$ cat config.mk
export PLATFORM = sky130hd
export DESIGN_NAME = i2c_mem_seq
export DESIGN_NICKNAME = d
export VERILOG_FILES = /design/src/rtl/i2c_mem_pkg.sv /design/src/rtl/i2c_mem_dp.sv /design/src/rtl/i2c_mem_ctl.sv /design/src/rtl/i2c_mem_seq.sv
export SDC_FILE = /design/constraint.sdc
export NUM_CORES = 1
export LEC_CHECK = 0
export ABC_CLOCK_PERIOD_IN_PS = 4500
export BUFFER_PORTS_ARGS = -buffer_cell sky130_fd_sc_hd__buf_2
export CAP_MARGIN = 30
export CORE_ASPECT_RATIO = 1.75
export CORE_MARGIN = 2
export CORE_UTILIZATION = 55
export DETAILED_ROUTE_END_ITERATION = 12
export GPL_ROUTABILITY_DRIVEN = 0
export PLACE_DENSITY_LB_ADDON = 0.3
export SKIP_LAST_GASP = 1
export SLEW_MARGIN = 20
export SYNTH_ARGS = -nofsm -noshare
export SYNTH_HDL_FRONTEND = slang
export SYNTH_SLANG_ARGS = --single-unit
$ cat constraint.sdc
create_clock -name clk -period 4.5 [get_ports clk]
set_input_delay 1.35 -clock clk [delete_from_list [all_inputs] [get_ports clk]]
set_output_delay 1.35 -clock clk [all_outputs]
set_load 0.02 [all_outputs]
$ cat src/rtl/i2c_mem_pkg.sv
package i2c_mem_pkg;

  typedef enum logic [1:0] {
    SEG_SOFT   = 2'd0,
    SEG_RELOAD = 2'd1,
    SEG_AUTO   = 2'd2
  } segMode_t;

  typedef enum logic [2:0] {
    RES_OK      = 3'd0,
    RES_INVAL   = 3'd1,
    RES_BUSY    = 3'd2,
    RES_NACK    = 3'd3,
    RES_TIMEOUT = 3'd4
  } result_t;

  // strobes from control to datapath
  typedef struct packed {
    logic latchReq;
    logic loadSeg;
    logic byteDone;
    logic segIssued;
  } dpCmd_t;

endpackage

$ cat src/rtl/i2c_mem_dp.sv
module i2c_mem_dp
  import i2c_mem_pkg::*;
#(
  parameter int DEV_W      = 7,
  parameter int LEN_W      = 16,
  parameter int TO_W       = 32,
  parameter int SEG_MAX    = 255,
  parameter int BUSY_TICKS = 2500000
) (
  input  logic               clk,
  input  logic               rstN,
  input  dpCmd_t             cmd,
  input  logic [DEV_W-1:0]   reqDev,
  input  logic [15:0]        reqMemAddr,
  input  logic               reqAddr16,
  input  logic               reqRead,
  input  logic [LEN_W-1:0]   reqLen,
  input  logic [TO_W-1:0]    reqTimeout,
  output logic [DEV_W-1:0]   dev,
  output logic [7:0]         memHi,
  output logic [7:0]         memLo,
  output logic               addr16,
  output logic               isRead,
  output logic [$clog2(SEG_MAX+1)-1:0] segCnt,
  output logic               lastSeg,
  output logic               firstSeg,
  output logic               segOne,
  output logic               remOne,
  output logic               toExpired,
  output logic               busyExpired
);

  localparam int SEG_W  = $clog2(SEG_MAX + 1);
  localparam int BUSY_W = $clog2(BUSY_TICKS + 1);

  logic [LEN_W-1:0]  remCnt;
  logic [TO_W-1:0]   toLim;
  logic [TO_W-1:0]   toCnt;
  logic [BUSY_W-1:0] busyCnt;

  always_ff @(posedge clk or negedge rstN) begin
    if (!rstN) begin
      dev      <= '0;
      memHi    <= '0;
      memLo    <= '0;
      addr16   <= 1'b0;
      isRead   <= 1'b0;
      remCnt   <= '0;
      segCnt   <= '0;
      lastSeg  <= 1'b0;
      firstSeg <= 1'b0;
      toLim    <= '0;
      toCnt    <= '0;
      busyCnt  <= '0;
    end else if (cmd.latchReq) begin
      dev      <= reqDev;
      memHi    <= reqMemAddr[15:8];
      memLo    <= reqMemAddr[7:0];
      addr16   <= reqAddr16;
      isRead   <= reqRead;
      remCnt   <= reqLen;
      segCnt   <= '0;
      lastSeg  <= 1'b0;
      firstSeg <= 1'b1;
      toLim    <= reqTimeout;
      toCnt    <= '0;
      busyCnt  <= '0;
    end else begin
      if (toCnt != '1) toCnt <= toCnt + 1'b1;
      if (busyCnt != BUSY_W'(BUSY_TICKS)) busyCnt <= busyCnt + 1'b1;
      if (cmd.loadSeg) begin
        if (remCnt > LEN_W'(SEG_MAX)) begin
          segCnt  <= SEG_W'(SEG_MAX);
          lastSeg <= 1'b0;
        end else begin
          segCnt  <= SEG_W'(remCnt);
          lastSeg <= 1'b1;
        end
      end else if (cmd.byteDone) begin
        remCnt <= remCnt - 1'b1;
        segCnt <= segCnt - 1'b1;
      end
      if (cmd.segIssued) firstSeg <= 1'b0;
    end
  end

  assign segOne      = (segCnt == SEG_W'(1));
  assign remOne      = (remCnt == LEN_W'(1));
  assign toExpired   = (toLim != '1) && (toCnt >= toLim);
  assign busyExpired = (busyCnt >= BUSY_W'(BUSY_TICKS));

  AST_NO_UNDERFLOW: assert property (@(posedge clk) disable iff (!rstN)
    cmd.byteDone |-> (remCnt != '0) && (segCnt != '0));

  AST_SEG_WITHIN_REM: assert property (@(posedge clk) disable iff (!rstN)
    cmd.byteDone |-> (LEN_W'(segCnt) <= remCnt));

endmodule

$ cat src/rtl/i2c_mem_ctl.sv
module i2c_mem_ctl
  import i2c_mem_pkg::*;
#(
  parameter int DEV_W   = 7,
  parameter int SEG_MAX = 255
) (
  input  logic             clk,
  input  logic             rstN,
  input  logic             reqValid,
  input  logic             reqLenZero,
  output logic             reqReject,
  output logic             doneValid,
  output logic [2:0]       doneCode,
  input  logic             wrValid,
  input  logic [7:0]       wrData,
  output logic             wrReady,
  output logic             rdValid,
  input  logic             rdReady,
  input  logic             engBusy,
  input  logic             engTxis,
  input  logic             engRxne,
  input  logic             engTcr,
  input  logic             engTc,
  input  logic             engStopf,
  input  logic             engNackf,
  output logic             engCfg,
  output logic             engStart,
  output logic             engRead,
  output logic [$clog2(SEG_MAX+1)-1:0] engCount,
  output logic [1:0]       engMode,
  output logic             engTxWr,
  output logic [7:0]       engTxData,
  output logic             engRxAck,
  output logic             engClrStop,
  output logic             engClrNack,
  output logic             engFlush,
  output dpCmd_t           cmd,
  input  logic [7:0]       memHi,
  input  logic [7:0]       memLo,
  input  logic             addr16,
  input  logic             isRead,
  input  logic [$clog2(SEG_MAX+1)-1:0] segCnt,
  input  logic             lastSeg,
  input  logic             firstSeg,
  input  logic             segOne,
  input  logic             remOne,
  input  logic             toExpired,
  input  logic             busyExpired
);

  localparam int SEG_W = $clog2(SEG_MAX + 1);

  typedef enum logic [3:0] {
    S_IDLE, S_WAIT_BUS, S_CFG_ADDR, S_ADDR_HI, S_ADDR_LO, S_WAIT_ADDR,
    S_CFG_DATA, S_WR_DATA, S_RD_DATA, S_WAIT_TCR, S_WAIT_STOP, S_NACK_STOP
  } state_t;

  state_t  state, nextState;
  logic    finish;
  result_t finCode;

  always_comb begin
    nextState  = state;
    finish     = 1'b0;
    finCode    = RES_OK;
    cmd        = '0;
    engCfg     = 1'b0;
    engStart   = 1'b0;
    engRead    = 1'b0;
    engCount   = '0;
    engMode    = SEG_SOFT;
    engTxWr    = 1'b0;
    engTxData  = '0;
    engRxAck   = 1'b0;
    engClrStop = 1'b0;
    engClrNack = 1'b0;
    engFlush   = 1'b0;
    wrReady    = 1'b0;
    rdValid    = 1'b0;
    unique case (state)
      S_IDLE: begin
        if (reqValid) begin
          if (reqLenZero) begin
            finish  = 1'b1;
            finCode = RES_INVAL;
          end else begin
            cmd.latchReq = 1'b1;
            nextState    = S_WAIT_BUS;
          end
        end
      end
      S_WAIT_BUS: begin
        if (!engBusy) nextState = S_CFG_ADDR;
        else if (busyExpired) begin
          finish  = 1'b1;
          finCode = RES_BUSY;
        end
      end
      S_CFG_ADDR: begin
        engCfg    = 1'b1;
        engStart  = 1'b1;
        engCount  = addr16 ? SEG_W'(2) : SEG_W'(1);
        engMode   = isRead ? SEG_SOFT : SEG_RELOAD;
        nextState = addr16 ? S_ADDR_HI : S_ADDR_LO;
      end
      S_ADDR_HI, S_ADDR_LO: begin
        if (engNackf) nextState = S_NACK_STOP;
        else if (toExpired) begin
          finish  = 1'b1;
          finCode = RES_TIMEOUT;
        end else if (engTxis) begin
          engTxWr   = 1'b1;
          engTxData = (state == S_ADDR_HI) ? memHi : memLo;
          nextState = (state == S_ADDR_HI) ? S_ADDR_LO : S_WAIT_ADDR;
        end
      end
      S_WAIT_ADDR: begin
        if (engNackf) nextState = S_NACK_STOP;
        else if (toExpired) begin
          finish  = 1'b1;
          finCode = RES_TIMEOUT;
        end else if (isRead ? engTc : engTcr) begin
          cmd.loadSeg = 1'b1;
          nextState   = S_CFG_DATA;
        end
      end
      S_CFG_DATA: begin
        engCfg        = 1'b1;
        engStart      = isRead && firstSeg;
        engRead       = isRead;
        engCount      = segCnt;
        engMode       = lastSeg ? SEG_AUTO : SEG_RELOAD;
        cmd.segIssued = 1'b1;
        nextState     = isRead ? S_RD_DATA : S_WR_DATA;
      end
      S_WR_DATA: begin
        if (engNackf) nextState = S_NACK_STOP;
        else if (toExpired) begin
          finish  = 1'b1;
          finCode = RES_TIMEOUT;
        end else if (engTxis) begin
          wrReady = 1'b1;
          if (wrValid) begin
            engTxWr      = 1'b1;
            engTxData    = wrData;
            cmd.byteDone = 1'b1;
            if (segOne) nextState = remOne ? S_WAIT_STOP : S_WAIT_TCR;
          end
        end
      end
      S_RD_DATA: begin
        if (engNackf) nextState = S_NACK_STOP;
        else if (toExpired) begin
          finish  = 1'b1;
          finCode = RES_TIMEOUT;
        end else begin
          rdValid = engRxne;
          if (engRxne && rdReady) begin
            engRxAck     = 1'b1;
            cmd.byteDone = 1'b1;
            if (segOne) nextState = remOne ? S_WAIT_STOP : S_WAIT_TCR;
          end
        end
      end
      S_WAIT_TCR: begin
        if (engNackf) nextState = S_NACK_STOP;
        else if (toExpired) begin
          finish  = 1'b1;
          finCode = RES_TIMEOUT;
        end else if (engTcr) begin
          cmd.loadSeg = 1'b1;
          nextState   = S_CFG_DATA;
        end
      end
      S_WAIT_STOP: begin
        if (engNackf) nextState = S_NACK_STOP;
        else if (toExpired) begin
          finish  = 1'b1;
          finCode = RES_TIMEOUT;
        end else if (engStopf) begin
          engClrStop = 1'b1;
          finish     = 1'b1;
          finCode    = RES_OK;
        end
      end
      S_NACK_STOP: begin
        if (engStopf) begin
          engClrNack = 1'b1;
          engClrStop = 1'b1;
          engFlush   = 1'b1;
          finish     = 1'b1;
          finCode    = RES_NACK;
        end else if (toExpired) begin
          finish  = 1'b1;
          finCode = RES_TIMEOUT;
        end
      end
      default: nextState = S_IDLE;
    endcase
    if (finish) nextState = S_IDLE;
  end

  always_ff @(posedge clk or negedge rstN) begin
    if (!rstN) begin
      state     <= S_IDLE;
      doneValid <= 1'b0;
      doneCode  <= RES_OK;
      reqReject <= 1'b0;
    end else begin
      state     <= nextState;
      doneValid <= finish;
      doneCode  <= finCode;
      reqReject <= reqValid && (state != S_IDLE);
    end
  end

  AST_TXWR_WITH_TXIS: assert property (@(posedge clk) disable iff (!rstN)
    engTxWr |-> engTxis);

  AST_CFG_COUNT_RANGE: assert property (@(posedge clk) disable iff (!rstN)
    engCfg |-> (engCount != '0) && (engCount <= SEG_W'(SEG_MAX)));

  AST_RXACK_WITH_RXNE: assert property (@(posedge clk) disable iff (!rstN)
    engRxAck |-> engRxne && rdReady);

  AST_OK_AFTER_STOP_CLEAR: assert property (@(posedge clk) disable iff (!rstN)
    (doneValid && doneCode == RES_OK) |-> $past(engClrStop));

  AST_INVAL_NO_CFG: assert property (@(posedge clk) disable iff (!rstN)
    (doneValid && doneCode == RES_INVAL) |-> !$past(engCfg));

  AST_REJECT_FOLLOWS_REQ: assert property (@(posedge clk) disable iff (!rstN)
    reqReject |-> $past(reqValid));

  AST_CFG_NOT_BUSY_START: assert property (@(posedge clk) disable iff (!rstN)
    (engCfg && engStart && !engRead) |-> !$past(engBusy));

  AST_NACK_CLEAR_AFTER_STOP: assert property (@(posedge clk) disable iff (!rstN)
    engClrNack |-> engStopf && engNackf);

endmodule

$ cat src/rtl/i2c_mem_seq.sv
module i2c_mem_seq
  import i2c_mem_pkg::*;
#(
  parameter int DEV_W      = 7,
  parameter int LEN_W      = 16,
  parameter int TO_W       = 32,
  parameter int SEG_MAX    = 255,
  parameter int BUSY_TICKS = 2500000
) (
  input  logic                 clk,
  input  logic                 rstN,
  input  logic                 reqValid,
  input  logic [DEV_W-1:0]     reqDev,
  input  logic [15:0]          reqMemAddr,
  input  logic                 reqAddr16,
  input  logic                 reqRead,
  input  logic [LEN_W-1:0]     reqLen,
  input  logic [TO_W-1:0]      reqTimeout,
  output logic                 reqReject,
  output logic                 doneValid,
  output logic [2:0]           doneCode,
  input  logic                 wrValid,
  input  logic [7:0]           wrData,
  output logic                 wrReady,
  output logic                 rdValid,
  output logic [7:0]           rdData,
  input  logic                 rdReady,
  input  logic                 engBusy,
  input  logic                 engTxis,
  input  logic                 engRxne,
  input  logic                 engTcr,
  input  logic                 engTc,
  input  logic                 engStopf,
  input  logic                 engNackf,
  input  logic [7:0]           engRxData,
  output logic                 engCfg,
  output logic                 engStart,
  output logic                 engRead,
  output logic [DEV_W-1:0]     engDev,
  output logic [$clog2(SEG_MAX+1)-1:0] engCount,
  output logic [1:0]           engMode,
  output logic                 engTxWr,
  output logic [7:0]           engTxData,
  output logic                 engRxAck,
  output logic                 engClrStop,
  output logic                 engClrNack,
  output logic                 engFlush
);

  localparam int SEG_W = $clog2(SEG_MAX + 1);

  dpCmd_t           cmd;
  logic [7:0]       memHi, memLo;
  logic             addr16, isRead, lastSeg, firstSeg, segOne, remOne;
  logic             toExpired, busyExpired;
  logic [SEG_W-1:0] segCnt;

  assign rdData = engRxData;

  i2c_mem_dp #(
    .DEV_W(DEV_W), .LEN_W(LEN_W), .TO_W(TO_W),
    .SEG_MAX(SEG_MAX), .BUSY_TICKS(BUSY_TICKS)
  ) dpInst (
    .clk(clk), .rstN(rstN), .cmd(cmd),
    .reqDev(reqDev), .reqMemAddr(reqMemAddr), .reqAddr16(reqAddr16),
    .reqRead(reqRead), .reqLen(reqLen), .reqTimeout(reqTimeout),
    .dev(engDev), .memHi(memHi), .memLo(memLo), .addr16(addr16),
    .isRead(isRead), .segCnt(segCnt), .lastSeg(lastSeg),
    .firstSeg(firstSeg), .segOne(segOne), .remOne(remOne),
    .toExpired(toExpired), .busyExpired(busyExpired)
  );

  i2c_mem_ctl #(.DEV_W(DEV_W), .SEG_MAX(SEG_MAX)) ctlInst (
    .clk(clk), .rstN(rstN),
    .reqValid(reqValid), .reqLenZero(reqLen == '0),
    .reqReject(reqReject), .doneValid(doneValid), .doneCode(doneCode),
    .wrValid(wrValid), .wrData(wrData), .wrReady(wrReady),
    .rdValid(rdValid), .rdReady(rdReady),
    .engBusy(engBusy), .engTxis(engTxis), .engRxne(engRxne),
    .engTcr(engTcr), .engTc(engTc), .engStopf(engStopf), .engNackf(engNackf),
    .engCfg(engCfg), .engStart(engStart), .engRead(engRead),
    .engCount(engCount), .engMode(engMode), .engTxWr(engTxWr),
    .engTxData(engTxData), .engRxAck(engRxAck), .engClrStop(engClrStop),
    .engClrNack(engClrNack), .engFlush(engFlush),
    .cmd(cmd), .memHi(memHi), .memLo(memLo), .addr16(addr16),
    .isRead(isRead), .segCnt(segCnt), .lastSeg(lastSeg),
    .firstSeg(firstSeg), .segOne(segOne), .remOne(remOne),
    .toExpired(toExpired), .busyExpired(busyExpired)
  );

endmodule

==> flow_summary.yaml, run 1 <==
worst_setup_path:
  slowest_delay_ns: 0.54
  rr_startpoint: "ctlInst.state[2]"
  critPathCaptureType: "output port"
  worst_r2r_endpoint: "dpInst.toLim[31]"
  required_ns: 3.15
  path_cells: "ha_1 > nand4_1 > nor3_1 > a211o_1 > a22oi_2 > nand3_2 > a2111o_1 > o22ai_1 > buf_4"
  cp.arrival_ns: 3.12
  r2r_slack_ns: 1.11
  cpMaxStageDelayCell: "a2111o_1"
  critPathMaxFanout: 6
  path_class: "flop to output port"
  reg2reg_depth: 7
  start_kind: "flop"
grt:
  grt_max_degree: 82
  grtUsageTotal: 0.278
  grt_remaining_overflow: 0
  grt_first_pass_wirelength_mm: 37.5
  grt_pass1_vias: 7929
  antenna_found_initial: 0
route:
  drc_errors: 0
  dr.max_layer_used: "met4"
  met2_length_mm: 12.8
  wl_per_cell_um: 17.9
  wl_met1_mm: 8.68
  via_per_inst: 6.05
  first_pass_iters: 5
  dr_total_vias: 8020
  ant_nets: 0
  drt_iter0_drc: 501
  wl_met3_mm: 1.02
  wl_mm: 23.8
timing:
  setup_viol: 0
  fin_skew_ns: 0.0144
  period_minus_slack_ns: 4.47
  finalHoldViolations: 0
  whs_ns: 0.475
  fmaxAchievable_ghz: 0.224
  max_slew_margin: 0.269
  slew_violations: 0
  post-route-period-util: 0.994
  worstMarginPinSlew_ns: 1.10
yosys:
  avgSynthCellArea_um2: 8.66
  synthDistinctLibCells: 77
  synth.largest_area_cell: "dfrtp_1"
  yosys_warnings: 0
  synth.area.top_cells: "dfrtp_1, nand2_1, ha_1"
  synth_flop_cell: "dfrtp_1"
  synthArstFlopShare: 1.00
  synth_most_common_cell: "nand2_1"
  synthTopCellsByCount: "nand2_1, dfrtp_1, nor2_1"
  syn_inst: 1005
  synth_area_um2: 8700
  yosysSeqAreaShare: 0.420
  ys_seq_elements: 146
  synth_top_area_share: 0.420
  synth_edf_count: 0
  syn_nets: 1145
floorplan:
  dieArea_um2: 16900
  die_y_um: 170
  coreArea_um2: 15500
  rows: 60
  fp.dieW_um: 99.1
  start_util: 0.563
  io_pins: 149
layout:
  instances_no_fill: 1326
  synthToLayoutAreaGrowth_pct: 18.1
  post-route-util: 0.664
  final_nets: 1266
  drive_above_1_share: 0.212
pwr:
  power_leakage_uw: 0.00479
  power.density_nw_per_um2: 648
  finalPower_uw: 6660
  ir_drop_mv: 0.258
hold_path:
  hp-start: "dpInst.dev[1]"
  holdPathStages: 2
  holdPathEnd: "dpInst.dev[1]"
  min_path_type: "flop to flop"
run_status:
  status: "finished, final reports clean"
cts:
  clock_path_buffers: 2
  clk_pin_slew_ns: 0.06
  postCtsHoldBufs: 0
  h-tree-depth: 4
  cts_buffers: 17
  cts_root_buffer: "clkbuf_16"
  cts_num_sinks: 146
  tritoncts: "built"
  worstSkewPairLatency_ns: 0.43
job:
  cap_violations: 0
placement:
  numPortBuffers: 132
  dp.cells: 1284
  dp_hpwl_mm: 16.6
worst max path at each step:
stage,slack (ns),endpoint,startpoint
2_1_floorplan,0.26,engTxWr,dpInst.toCnt[0]
5_1_grt,-0.06,engTxData[4],dpInst.toCnt[31]
3_3_place_gp,0.56,engTxData[3],dpInst.toCnt[0]
4_1_cts,0.04,engClrStop,dpInst.toCnt[13]
6_report,0.03,engTxData[5],dpInst.toCnt[24]
3_5_place_dp,0.49,engClrStop,dpInst.toCnt[13]
placed cells by master (no fill, tap or decap), types with 6 or more instances in the layout:
cell type	instances
ha_1	36
nor2_1	83
a31o_2	6
inv_1	48
o21ai_0	68
and4_1	7
nor2b_1	7
nand4_1	28
and3_1	13
dfrtp_1	145
and2_1	17
buf_2	127
nor4_1	10
mux2i_1	10
or3_1	16
o22ai_1	11
nand2_1	172
a21oi_1	39
xor2_1	26
xnor2_1	20
nor3_1	19
or4_1	11
nand2b_1	8
a31oi_1	12
clkbuf_16	17
nand3_1	31
buf_4	25
timing repair:
item                       in CTS  in global routing
resized for setup               0                 26
setup endpoints to repair       0                 11
buffers inserted                0                  8
final cells by class:
class | count | area [um^2]
inverter | 50 | 188
sequential | 146 | 3650
timing repair buffer | 154 | 855
fill | 1317 | 5190
multi-input combinational | 757 | 4750
antenna | 1 | 2.50
clock inverter | 11 | 130
tap | 186 | 233
clock buffer | 21 | 460
sequential cells by signal (all words and copies together), names as in the netlist:
| name | cells |
|---|---|
| ctlInst.doneCode | 3 |
| ctlInst.doneValid | 1 |
| ctlInst.reqReject | 1 |
| ctlInst.state | 4 |
| dpInst.addr16 | 1 |
| dpInst.busyCnt | 22 |
| dpInst.dev | 7 |
| dpInst.firstSeg | 1 |
| dpInst.isRead | 1 |
| dpInst.lastSeg | 1 |
| dpInst.memHi | 8 |
| dpInst.memLo | 8 |
| dpInst.remCnt | 16 |
| dpInst.segCnt | 8 |
| dpInst.toCnt | 32 |
| dpInst.toLim | 32 |
critical path: cells and delay by family, from the launching register on:
family,cells,cell delay [ns]
AO/OA/AOI/OAI,4,1.34
adder cells (fa/ha/maj),1,0.32
buffers and inverters,1,0.17
flip-flops,1,0.44
AND/OR/NAND/NOR,3,0.42
power breakdown:
part | total [uW] | switching (uW) | internal (uW)
sequential | 2410 | 564 | 1850
combinational | 2810 | 1650 | 1160
clock | 1430 | 582 | 850
total | 6660 | 2800 | 3860
cells by family after synthesis:
group | Yosys count | share of synthesized area
mux | 13 | 0.0154
xor+xnor | 46 | 0.0463
buf+inv | 103 | 0.0515
simple gates | 457 | 0.262
fa+ha+maj | 39 | 0.0561
compound gates | 201 | 0.149
flops | 146 | 0.420
per-stage QoR:
step	cell area [um^2]	setup slack (ns)	TNS (ns)
3_5_place_dp	9480	0.488	0
3_3_place_gp	9480	0.555	0
4_1_cts	10100	0.0374	0
2_1_floorplan	8700	0.263	0
6_report	10300	0.0260	0
5_1_grt	10300	-0.0558	-0.215
metal layers:
layer  GRT usage  vias up
li1            -     3794
met1       0.301     3882
met2       0.501      261
met3      0.0419       83
met4       0.170        0
met5           0        -
Power figures use the tool's default switching activity.
==> inputs of run 2 (changes only) <==
--- a/config.mk
+++ b/config.mk
@@ -14,6 +14,7 @@
 export DETAILED_ROUTE_END_ITERATION = 12
 export GPL_ROUTABILITY_DRIVEN = 0
 export PLACE_DENSITY_LB_ADDON = 0.3
+export RECOVER_POWER = 25
 export SKIP_LAST_GASP = 1
 export SLEW_MARGIN = 20
 export SYNTH_ARGS = -nofsm -noshare
==> run 2 against run 1 <==
Effect of this change:
- the run now ends with max-capacitance violations, max-slew violations left
- die area is the same
- combinational power barely moved
- sequential power hardly changed
- design area is essentially flat
- largest power group unchanged
- critical path type unchanged
- highest routed layer unchanged
==> flow_summary.yaml, run 2 (synthesized netlist as in run 1, its figures left out) <==
run_status:
  status: "complete, but fails checks"
  violations: "max-capacitance violations, max-slew violations"
timing:
  worstMarginPinSlew_ns: 2.11
  slew_violations: 81
  whs_ns: 0.476
  finalHoldViolations: 0
  fin_skew_ns: 0.0137
  finalWorstSetupSlack_ns: 0.0252
  max_slew_margin: -0.408
  fmaxAchievable_ghz: 0.223
  period_minus_slack_ns: 4.47
  post-route-period-util: 0.994
  setup_viol: 0
placement:
  dp_hpwl_mm: 16.6
  preCtsSetupSlack_ns: 0.488
  numPortBuffers: 132
route:
  wl_mm: 23.7
  first_pass_iters: 5
  dr_total_vias: 8014
  drc_errors: 0
  via_per_inst: 6.04
  drt_iter0_drc: 497
  wl_per_cell_um: 17.9
  ant_nets: 0
grt:
  grt_remaining_overflow: 0
  grt_first_pass_wirelength_mm: 37.5
  grtUsageTotal: 0.278
  antenna_found_initial: 0
  grt_pass1_vias: 7929
  grt_max_degree: 82
pwr:
  power_leakage_uw: 0.00478
  p_int_uw: 3850
  switching_share: 0.420
  power.share.clock: 0.215
  power.density_nw_per_um2: 648
  pwr-share-seq: 0.363
  p_sw_uw: 2790
  ir_drop_mv: 0.258
  p_comb_frac: 0.422
  finalPower_uw: 6650
worst_setup_path:
  cp.arrival_ns: 3.12
  required_ns: 3.15
  path_class: "flop to output port"
  critPathTopFamily: "compound AO/OA/AOI/OAI gates"
  slowest_delay_ns: 0.54
  cp.depth: 9
  start_kind: "flop"
  cp_num_buf_inv: 1
  critPathCaptureType: "output port"
  path_cells: "ha_1 > nand4_1 > nor3_1 > a211o_1 > a22oi_2 > nand3_2 > a2111o_1 > o22ai_1 > buf_4"
  cpMaxStageDelayCell: "a2111o_1"
  critPathMaxFanout: 6
  reg2reg_depth: 7
floorplan:
  fp.dieW_um: 99.1
  rows: 60
  coreArea_um2: 15500
  dieArea_um2: 16900
  io_pins: 149
  start_util: 0.563
  die_y_um: 170
layout:
  synthToLayoutAreaGrowth_pct: 18.0
  post-route-util: 0.664
  final_common_cell: "nand2_1"
  largestRegisters: "dpInst.toCnt x32, dpInst.toLim x32, dpInst.busyCnt x22"
  final_nets: 1266
  drive_above_1_share: 0.212
  most-common-layout-cells: "nand2_1, dfrtp_1, buf_2, nor2_1, o21ai_0"
cts:
  cts_root_buffer: "clkbuf_16"
  tritoncts: "built"
  postCtsHoldBufs: 0
  cts_buffers: 17
  worstSkewPairLatency_ns: 0.43
  clock_path_buffers: 2
  cts_num_sinks: 146
  h-tree-depth: 4
  clk_pin_slew_ns: 0.06
hold_path:
  holdPathStages: 2
  min_path_type: "flop to flop"
job:
  cap_violations: 1
==> run 2: cell types whose count changed in the layout (fill, tap and decap cells not counted) <==
cell      change
buf_4         -1
buf_6         -1
clkbuf_2      +1
clkbuf_1      +1
==> run 2: final cells by class <==
class / count / area, um^2
timing repair buffer: 154 / 845
antenna: 1 / 2.50
clock inverter: 11 / 130
inverter: 50 / 188
fill: 1319 / 5200
tap: 186 / 233
multi-input combinational: 757 / 4750
sequential: 146 / 3650
clock buffer: 21 / 460
==> run 2: worst paths after layout <==
path,from,endpoint,slack [ns]
worst max register to register,ctlInst.state[2],dpInst.toLim[31],1.02
worst min-delay path,dpInst.dev[1],dpInst.dev[1],0.48
worst max-delay path,dpInst.toCnt[24],engTxData[5],0.03
min in group asynchronous,rstN,dpInst.segCnt[5],1.53
max in group asynchronous,rstN,dpInst.memLo[7],1.72
worst min register to register,dpInst.dev[1],dpInst.dev[1],0.48
==> run 2: worst register-to-register path: cells and delay by family (launching register included) <==
family                 cells  cell delay (ns)
AOI/OAI and AO/OA          1             0.11
buffers and inverters      2             0.94
DFF                        1             0.60
and+or+nand+nor            4             1.72
==> run 2: power by group through the flow <==
stage	sequential [uW]	clock (uW)	combinational, uW
after global placement	2390	0	2480
after floorplan	2260	0	1930
after global routing	2490	1500	3150
after CTS	2400	1440	2590
final	2410	1430	2810
after detailed placement	2410	0	2570
==> run 2: per-layer routing <==
layer	vias to the layer above	part of all wire	global-route usage
li1	3798	-	-
met4	0	0.051	0.170
met3	82	0.044	0.0419
met1	3865	0.36	0.301
met5	-	0	0
met2	269	0.54	0.501
==> run 2: timing repair <==
action                     CTS  global route
setup endpoints to repair    0            11
setup buffers                0             8
resized for setup            0            26
==> run 2: stage by stage <==
| step | cells | cell area, um^2 | setup TNS, ns |
|---|---|---|---|
| after floorplan | 1005 | 8700 | 0 |
| after global placement | 1284 | 9480 | 0 |
| after global routing | 1325 | 10300 | -0.215 |
| after detailed placement | 1284 | 9480 | 0 |
| after CTS | 1316 | 10100 | 0 |
| final | 1326 | 10300 | 0 |
